[config.mk]
export PLATFORM = sky130hd
export DESIGN_NAME = wrq_top
export DESIGN_NICKNAME = d
export VERILOG_FILES = /design/src/rtl/wrq_pkg.sv /design/src/rtl/wrq_fifo.sv /design/src/rtl/wrq_arb.sv /design/src/rtl/wrq_top.sv
export SDC_FILE = /design/constraint.sdc
export NUM_CORES = 1
export LEC_CHECK = 0
export ABC_AREA = 0
export ABC_CLOCK_PERIOD_IN_PS = 23100
export BUFFER_PORTS_ARGS = -buffer_cell sky130_fd_sc_hd__buf_2
export CAP_MARGIN = 20
export CORE_MARGIN = 2
export CORE_UTILIZATION = 50
export CTS_CLUSTER_DIAMETER = 80
export DETAILED_ROUTE_END_ITERATION = 7
export PLACE_DENSITY = 0.71
export SYNTH_ARGS = -nofsm -noshare
export SYNTH_HDL_FRONTEND = slang
export SYNTH_SLANG_ARGS = --single-unit
[constraint.sdc]
create_clock -name clk -period 23.1 [get_ports clk]
set_input_delay 3.465 -clock clk [delete_from_list [all_inputs] [get_ports clk]]
set_output_delay 3.465 -clock clk [all_outputs]
set_load 0.005 [all_outputs]
[src/rtl/wrq_pkg.sv]
package wrq_pkg;

    localparam int unsigned WRQ_ADDR_W = 26;
    localparam int unsigned WRQ_DATA_W = 256;
    localparam int unsigned WRQ_DEPTH  = 4;

    // Owner of the downstream request port in a given cycle
    typedef enum logic [1:0] {
        BUS_IDLE  = 2'd0,
        BUS_READ  = 2'd1,
        BUS_WRITE = 2'd2
    } bus_sel_e;

    // Circular slot index advance
    function automatic int unsigned wrap_inc(input int unsigned idx, input int unsigned depth);
        return (idx + 1 >= depth) ? 0 : idx + 1;
    endfunction

endpackage

[src/rtl/wrq_fifo.sv]
module wrq_fifo
    import wrq_pkg::*;
#(
    parameter int unsigned ADDR_W = WRQ_ADDR_W,
    parameter int unsigned DATA_W = WRQ_DATA_W,
    parameter int unsigned DEPTH  = WRQ_DEPTH,
    localparam int unsigned PTR_W = (DEPTH > 1) ? $clog2(DEPTH) : 1,
    localparam int unsigned CNT_W = $clog2(DEPTH + 1)
) (
    input  logic              clk,
    input  logic              rst,
    input  logic              push,
    input  logic [ADDR_W-1:0] push_addr,
    input  logic [DATA_W-1:0] push_data,
    input  logic              pop,
    output logic [ADDR_W-1:0] head_addr,
    output logic [DATA_W-1:0] head_data,
    output logic [CNT_W-1:0]  occ,
    input  logic [ADDR_W-1:0] probe_addr,
    output logic              probe_hit
);

    logic [ADDR_W-1:0] addr_q [DEPTH];
    logic [DATA_W-1:0] data_q [DEPTH];
    logic [DEPTH-1:0]  slot_vld_q;
    logic [PTR_W-1:0]  wr_ptr_q;
    logic [PTR_W-1:0]  rd_ptr_q;
    logic [CNT_W-1:0]  occ_q;
    logic [DEPTH-1:0]  slot_hit;

    always_ff @(posedge clk) begin
        if (rst) begin
            wr_ptr_q   <= '0;
            rd_ptr_q   <= '0;
            occ_q      <= '0;
            slot_vld_q <= '0;
        end else begin
            // Clear before set: on a full swap both touch the same slot
            if (pop) begin
                slot_vld_q[rd_ptr_q] <= 1'b0;
                rd_ptr_q <= PTR_W'(wrap_inc(32'(rd_ptr_q), DEPTH));
            end
            if (push) begin
                slot_vld_q[wr_ptr_q] <= 1'b1;
                addr_q[wr_ptr_q]     <= push_addr;
                data_q[wr_ptr_q]     <= push_data;
                wr_ptr_q <= PTR_W'(wrap_inc(32'(wr_ptr_q), DEPTH));
            end
            unique case ({push, pop})
                2'b10:   occ_q <= occ_q + CNT_W'(1);
                2'b01:   occ_q <= occ_q - CNT_W'(1);
                default: occ_q <= occ_q;
            endcase
        end
    end

    // One address comparator per slot, qualified by that slot's valid bit
    for (genvar g = 0; g < DEPTH; g++) begin : g_probe
        assign slot_hit[g] = slot_vld_q[g] && (addr_q[g] == probe_addr);
    end

    assign probe_hit = |slot_hit;
    assign head_addr = addr_q[rd_ptr_q];
    assign head_data = data_q[rd_ptr_q];
    assign occ       = occ_q;

endmodule

[src/rtl/wrq_arb.sv]
module wrq_arb
    import wrq_pkg::*;
(
    input  logic     rd_valid,
    input  logic     rd_conflict,
    input  logic     q_empty,
    input  logic     mem_ready,
    output bus_sel_e sel,
    output logic     rd_grant,
    output logic     wr_pop
);

    always_comb begin
        sel = BUS_IDLE;
        if (rd_valid && !rd_conflict) begin
            sel = BUS_READ;
        end else if (!q_empty) begin
            sel = BUS_WRITE;
        end
    end

    assign rd_grant = (sel == BUS_READ)  && mem_ready;
    assign wr_pop   = (sel == BUS_WRITE) && mem_ready;

endmodule

[src/rtl/wrq_top.sv]
module wrq_top
    import wrq_pkg::*;
#(
    parameter int unsigned ADDR_W = WRQ_ADDR_W,
    parameter int unsigned DATA_W = WRQ_DATA_W,
    parameter int unsigned DEPTH  = WRQ_DEPTH,
    localparam int unsigned CNT_W = $clog2(DEPTH + 1)
) (
    input  logic              clk,
    input  logic              rst,
    input  logic              wr_valid,
    output logic              wr_ready,
    input  logic [ADDR_W-1:0] wr_addr,
    input  logic [DATA_W-1:0] wr_data,
    input  logic              rd_valid,
    output logic              rd_ready,
    input  logic [ADDR_W-1:0] rd_addr,
    output logic              mem_valid,
    input  logic              mem_ready,
    output logic              mem_we,
    output logic [ADDR_W-1:0] mem_addr,
    output logic [DATA_W-1:0] mem_wdata,
    output logic              empty,
    output logic [CNT_W-1:0]  count
);

    logic [ADDR_W-1:0] head_addr;
    logic [DATA_W-1:0] head_data;
    logic [CNT_W-1:0]  occ;
    logic              rd_conflict;
    logic              q_empty;
    logic              q_full;
    logic              push;
    logic              pop;
    bus_sel_e          sel;

    assign q_empty  = (occ == '0);
    assign q_full   = (occ == CNT_W'(DEPTH));
    // A slot freed this cycle may be refilled in the same cycle
    assign wr_ready = !q_full || pop;
    assign push     = wr_valid && wr_ready;

    wrq_fifo #(
        .ADDR_W (ADDR_W),
        .DATA_W (DATA_W),
        .DEPTH  (DEPTH)
    ) u_fifo (
        .clk        (clk),
        .rst        (rst),
        .push       (push),
        .push_addr  (wr_addr),
        .push_data  (wr_data),
        .pop        (pop),
        .head_addr  (head_addr),
        .head_data  (head_data),
        .occ        (occ),
        .probe_addr (rd_addr),
        .probe_hit  (rd_conflict)
    );

    wrq_arb u_arb (
        .rd_valid    (rd_valid),
        .rd_conflict (rd_conflict),
        .q_empty     (q_empty),
        .mem_ready   (mem_ready),
        .sel         (sel),
        .rd_grant    (rd_ready),
        .wr_pop      (pop)
    );

    assign mem_valid = (sel != BUS_IDLE);
    assign mem_we    = (sel == BUS_WRITE);
    assign mem_addr  = (sel == BUS_READ) ? rd_addr : head_addr;
    assign mem_wdata = head_data;
    assign empty     = q_empty;
    assign count     = occ;

endmodule

* Yosys cells after proc, flatten, opt, wreduce, memory -nomap -nowiden
Memories as Yosys holds them, arrays and structs flattened. A register that Yosys moved wholly into a read port is not among the register bits. Index checks and enable logic that the tools add are counted.
Word-level totals: bits in registers 11, latch bits 0, RAM bits 1128, memory bits (read-only) 0, input bits 313, word-level logic and storage cells 65, memories 2
Cells by class: add/subtract/negate cells 4, multiply operators 0, divide/modulo/power cells 0, magnitude comparators 6, eq/ne operators 9, shift operators 0, multiplexer cells 20, bitwise logic cells 3, reductions and logical operators 17
Memories:
- u_fifo.data_q | depth 4, width 256, read ports 1, clocked after memory_dff 1, wr ports 1, RTL line wrq_fifo.sv:24 | logic [DATA_W-1:0] data_q [DEPTH];
- u_fifo.addr_q | depth 4, width 26, read ports 5, clocked after memory_dff 1, wr ports 1, RTL line wrq_fifo.sv:23 | logic [ADDR_W-1:0] addr_q [DEPTH];
Operators by type and width (count):
- equality test 26 bit | 4
- two-way mux 26 bit | 1
- two-way mux 2 bit | 8
- two-way mux 4 bit | 3
- logical AND 1 bit | 10
- adder 2 x 1 -> 3 bit, second input constant | 2
- greater-or-equal comparator 3 bit, second input constant | 2
- less-than comparator 2 x 3 -> 1 bit, second input constant | 2
- case mux 3 bit (2 select lines) | 1
- two-way mux 1 bit | 5
- bitwise AND 4 bit | 1
- demux 1 bit (select 2 bit) | 2
- equality test 2 x 1 -> 1 bit, second input constant | 2
- equality test 2 bit, second input constant | 2
- greater-or-equal comparator 2 x 1 -> 1 bit, second input constant | 2
- NOT 4 bit | 1
- OR 4 bit | 1
- nonzero test 2 bit | 2
- OR reduction 4 bit | 1
- adder 3 x 1 -> 3 bit, second input constant | 1
- equality test 3 bit, second input constant | 1
- logical NOT 3 bit | 1
- subtractor 3 x 1 -> 3 bit, second input constant | 1
- logical NOT 1 bit | 2
- logical OR 1 bit | 1

* Longest topological paths before layout
An unclocked memory read counts as a cell.
depth in word-level cells 14, depth in mapped cells 13, depth with buffers taken out 12

* Hierarchy
From an unflattened synthesis, not the netlist that was laid out.
Second synthesis, totals: cells, all modules 1733, area total of the unflattened synthesis 43342.8 µm²
By module, submodules not included:
- wrq_fifo | times used 1, cells an instance 1694, area each 42833.6 µm²
- wrq_top | times used 1, cells an instance 35, area each 473.0 µm²
- wrq_arb | times used 1, cells an instance 4, area each 36.3 µm²

* Least setup slack after synthesis
No wires, ideal clock.
kind input to register, start input port rd_addr[6], end memory u_fifo.addr_q[0][0] (netlist bit), enable pin, arrival time 16407 ps, required time 22169 ps, path slack 5762 ps, cell stages on the path 8, cells stage by stage buf_6 > xnor2_1 > nand2_1 > a2111oi_4 > nand4_4 > a31oi_4 > nand2b_2 > nor2_1
On the way: longest elaborated chain between the ends 13, elaborated cells between the ends (all ways) 19, those cells by class eq/ne: 5; mux: 4; reduce/logical: 10
Ends and longest elaborated chain:
- start: declaration | RTL line wrq_top.sv:17 | input logic [ADDR_W-1:0] rd_addr,
- equality test 26 bit | RTL line wrq_fifo.sv:59 | assign slot_hit[g] = slot_vld_q[g] && (addr_q[g] == probe_addr);
- logical AND 1 bit | RTL line wrq_fifo.sv:59
- OR reduction 4 bit * | RTL line wrq_fifo.sv:62 | assign probe_hit = |slot_hit;
- logical NOT 1 bit * | RTL line wrq_arb.sv:15 | if (rd_valid && !rd_conflict) begin
- logical AND 1 bit * | RTL line wrq_arb.sv:15
- two-way mux 2 bit * | RTL line wrq_arb.sv:15
- equality test 2 bit * | RTL line wrq_arb.sv:23 | assign wr_pop = (sel == BUS_WRITE) && mem_ready;
- logical AND 1 bit * | RTL line wrq_arb.sv:23
- logical OR 1 bit * | RTL line wrq_top.sv:40 | assign wr_ready = !q_full || pop;
- logical AND 1 bit * | RTL line wrq_top.sv:41 | assign push = wr_valid && wr_ready;
- two-way mux 1 bit * | RTL line wrq_fifo.sv:43 | if (push) begin
- two-way mux 1 bit * | RTL line wrq_fifo.sv:32 | if (rst) begin
- two-way mux 1 bit (not written as such) * | RTL line wrq_fifo.sv:45 | addr_q[wr_ptr_q] <= push_addr;
- end: declaration | RTL line wrq_fifo.sv:23
Mark *: on every way between the ends. The rest lies on a longest branch, timed or not.

* Worst setup path after layout
start input port rd_addr[25], end output port mem_addr[0]
On the way: longest elaborated chain between the ends 8, elaborated cells between the ends (all ways) 14, those cells by class eq/ne: 5; mux: 2; reduce/logical: 7
Ends and longest elaborated chain:
- equality test 26 bit | RTL line wrq_fifo.sv:59
- logical AND 1 bit | RTL line wrq_fifo.sv:59
- OR reduction 4 bit * | RTL line wrq_fifo.sv:62
- logical NOT 1 bit * | RTL line wrq_arb.sv:15
- logical AND 1 bit * | RTL line wrq_arb.sv:15
- two-way mux 2 bit * | RTL line wrq_arb.sv:15
- equality test 2 x 1 -> 1 bit * | RTL line wrq_top.sv:73 | assign mem_addr = (sel == BUS_READ) ? rd_addr : head_addr;
- two-way mux 26 bit * | RTL line wrq_top.sv:73
- end: declaration | RTL line wrq_top.sv:21 | output logic [ADDR_W-1:0] mem_addr,
Marked as above.

==> results.json <==
{
  "status": "complete, no violations",
  "drv_cap": 0,
  "worstReg2RegEnd": "u_fifo.data_q[1][227]$_DFFE_PP_",
  "final_nets": 2727,
  "synth_cell_types": 39,
  "ctsHoldBuffers": 0,
  "period_needed_ps": 9130,
  "port_buffers": 602,
  "drcViolationCount": 0,
  "yosysWarnings": 0,
  "ys.flop_type": "edfxtp_1",
  "die_height_um": 298,
  "hp-class": "flip-flop to flip-flop",
  "endpoint": "mem_addr[0]",
  "ctsLongestPathBuffers": 3,
  "cp_top_family": "simple AND/OR/NAND/NOR gates",
  "rows": 107,
  "die_x_um": 298,
  "slew-limit-headroom": 0.0671,
  "gr-total-overflow": 0,
  "worstPathMaxFanout": 35,
  "netlist_area_um2": 43100,
  "post_cts_buffers": 0,
  "die-area_um2": 88500,
  "grt_util_all_layers": 0.211,
  "coreArea_um2": 85300,
  "htreeDepth": 3,
  "setup_viol": 0,
  "regToRegStartpoint": "u_fifo.addr_q[2][14]$_DFFE_PP_",
  "setup_ws_ps": 13970,
  "ant_nets": 0,
  "yosys.area.top_type": "edfxtp_1",
  "wl_per_cell_um": 25.6,
  "ir_worst_vdd_mv": 0.0835,
  "clk_latency_ps": 680,
  "end_kind": "output port",
  "yosysSeqAreaShare": 0.792,
  "hpwlAfterDp_um": 59900,
  "rsz0062_at_grt": "no",
  "cts_buffers": 113,
  "criticalPathCategory": "primary input to output port",
  "totalWireLength_um": 94000,
  "timing.fmax_mhz": 110,
  "drive_above_1_share": 0.441,
  "tightest_slew_ps": 1400,
  "initial_core_util": 0.505,
  "cts_tree": "done",
  "worstPathRequired_ps": 19640,
  "finalSetupTns_ps": 0,
  "ff2ff_setup_slack_ps": 18120,
  "rr_worst_depth": 9,
  "antenna_found_initial": 38,
  "min_period_over_period": 0.395,
  "cts_root_buf": "clkbuf_16",
  "cpMaxStageDelayCell": "nand3_4",
  "syn_nets": 2084,
  "ios": 603,
  "cp-start-kind": "primary input",
  "ys_top_cells_by_area": "edfxtp_1, mux4_2, xnor2_1",
  "grt_pass1_wl_um": 138000,
  "drt_iter0_drc": 1417,
  "report.final.slew_viol_count": 0,
  "finalClockSkew_ps": 48.0,
  "areaGrowthSynthToFinish_pct": 18.4,
  "dp_slack_ps": 13910,
  "syn_area_per_cell_um2": 24.5,
  "cp_num_buf_inv": 2,
  "nFillCells": 6044,
  "cp.depth": 8,
  "hold_viol": 0,
  "power.leakage_nw": 16.8,
  "grt_pass1_vias": 21420,
  "netlist.area_leader.share": 0.786,
  "via_count": 20332,
  "synth_edf_count": 1128,
  "ys_async_sr_fraction": 0,
  "cts_resized": 0,
  "place.gp.congestion": 0.863,
  "worst_path_largest_cell_delay_ps": 550,
  "crit_arrival_ps": 5670,
  "synth_cells": 1761,
  "dr.pass1.iters": 5,
  "cp_cell_sequence": "buf_2, xnor2_1, nand4_1, nor4_2, a21oi_1, nand3_4, mux2_4, buf_2",
  "powerDensity_nw_per_um2": 89.5,
  "clock_sinks": 1141,
  "startpoint": "rd_addr[25]",
  "synth-seq-cells": 1141,
  "path_common_cell": "buf_2",
  "grt_start_max_net_pins": 160,
  "vias_per_cell": 5.55,
  "clk_pin_slew_ps": 60
}
-- where the power goes --
group	internal (mW)	switching (mW)
combinational	0.208	0.222
sequential	2.36	0.0275
clock	1.02	0.736
-- synthesized netlist by cell type, types with 2 or more instances --
cell / n
o21ai_0: 2
nand4_1: 22
inv_1: 17
xor2_1: 10
mux2i_1: 2
mux2_4: 26
a41o_1: 4
buf_2: 48
mux4_2: 282
buf_4: 5
a21oi_1: 4
nor2_1: 9
dfxtp_1: 13
nand2_1: 3
nand2b_1: 6
nor3_1: 6
nor4_2: 4
o31ai_1: 2
buf_12: 2
o21ai_1: 5
or3_1: 2
clkbuf_1: 36
buf_6: 2
ha_1: 9
edfxtp_1: 1128
nand3_1: 5
xnor2_1: 95
-- layer usage --
layer	GRT usage	routed length [µm]
met1	0.251	34600
met2	0.358	48900
met3	0.0670	7200
met4	0.0861	3120
met5	0	229
-- worst min-delay path, cell delays in order, from the launching register on --
cell and delay, ps:
dfxtp_1 330, o21ai_0 80, a21oi_1 60
-- placed cells by master (no fill, tap or decap), drive strengths merged, types with 9 or more instances in the layout --
| master | n |
|---|---|
| clkinv | 57 |
| bufinv | 10 |
| xnor2 | 95 |
| xor2 | 10 |
| nor2 | 9 |
| inv | 21 |
| buf | 622 |
| ha | 9 |
| diode | 22 |
| mux4 | 282 |
| clkbuf | 139 |
| nand4 | 23 |
| edfxtp | 1128 |
| dfxtp | 13 |
| mux2 | 26 |
-- how the worst min path moves through the flow --
| stage | from | end | slack (ps) | cells after the start |
|---|---|---|---|---|
| final | u_fifo.occ[2]$_SDFFE_PP0P_ | u_fifo.occ[2]$_SDFFE_PP0P_ | 530 | 2 |
| after global routing | u_fifo.occ[2]$_SDFFE_PP0P_ | u_fifo.occ[2]$_SDFFE_PP0P_ | 550 | 2 |
| after CTS | u_fifo.occ[2]$_SDFFE_PP0P_ | u_fifo.occ[2]$_SDFFE_PP0P_ | 520 | 2 |
| after detailed placement | u_fifo.occ[2]$_SDFFE_PP0P_ | u_fifo.occ[2]$_SDFFE_PP0P_ | 510 | 2 |
| after global placement | u_fifo.occ[2]$_SDFFE_PP0P_ | u_fifo.occ[2]$_SDFFE_PP0P_ | 500 | 2 |
| after floorplan | u_fifo.occ[2]$_SDFFE_PP0P_ | u_fifo.occ[2]$_SDFFE_PP0P_ | 500 | 2 |
-- stage by stage --
step                hold WS [ps]  area, µm²  power, mW  utilization  std cells
detailed placement           511      47300       2.86        0.555       3432
floorplan                    495      43100       2.69            -       1761
finish                       525      51000       4.57        0.598       3666
global route                 551      51000       4.73        0.598       3662
global placement             496      47300       2.85        0.555       3431
CTS                          519      50900       4.62        0.597       3643
-- flip-flops by register name, summed over array words and instances (netlist names), named ones only --
name and flops:
u_fifo.addr_q 104, u_fifo.data_q 1024, u_fifo.occ 3, u_fifo.rd_ptr_q 2, u_fifo.slot_vld_q 4, u_fifo.wr_ptr_q 2
-- area by class of cell --
cell class,instances,area [µm²],area share
inverters,17,63.8,0.00125
multi-input cells,509,8430,0.165
clock inverters,72,664,0.0130
flip-flops and latches,1141,34100,0.669
well taps,1144,1430,0.0281
diodes,22,55.1,0.00108
clock buffers,139,2950,0.0578
repair buffers,622,3270,0.0641
-- logic make-up (layout without fill, tap and decap cells) --
| group | Yosys count | count (layout) | synth area share |
|---|---|---|---|
| AOI/OAI and AO/OA | 22 | 22 | 0.00430 |
| xor gates and xnor gates | 105 | 105 | 0.0213 |
| adders and majority gates | 10 | 10 | 0.00308 |
| buffers and inverters | 111 | 850 | 0.0129 |
| DFF | 1141 | 1141 | 0.792 |
| muxes | 310 | 310 | 0.157 |
| other | 0 | 22 | 0 |
| and+or+nand+nor | 62 | 62 | 0.00935 |
(Power assumes the default switching activity.)
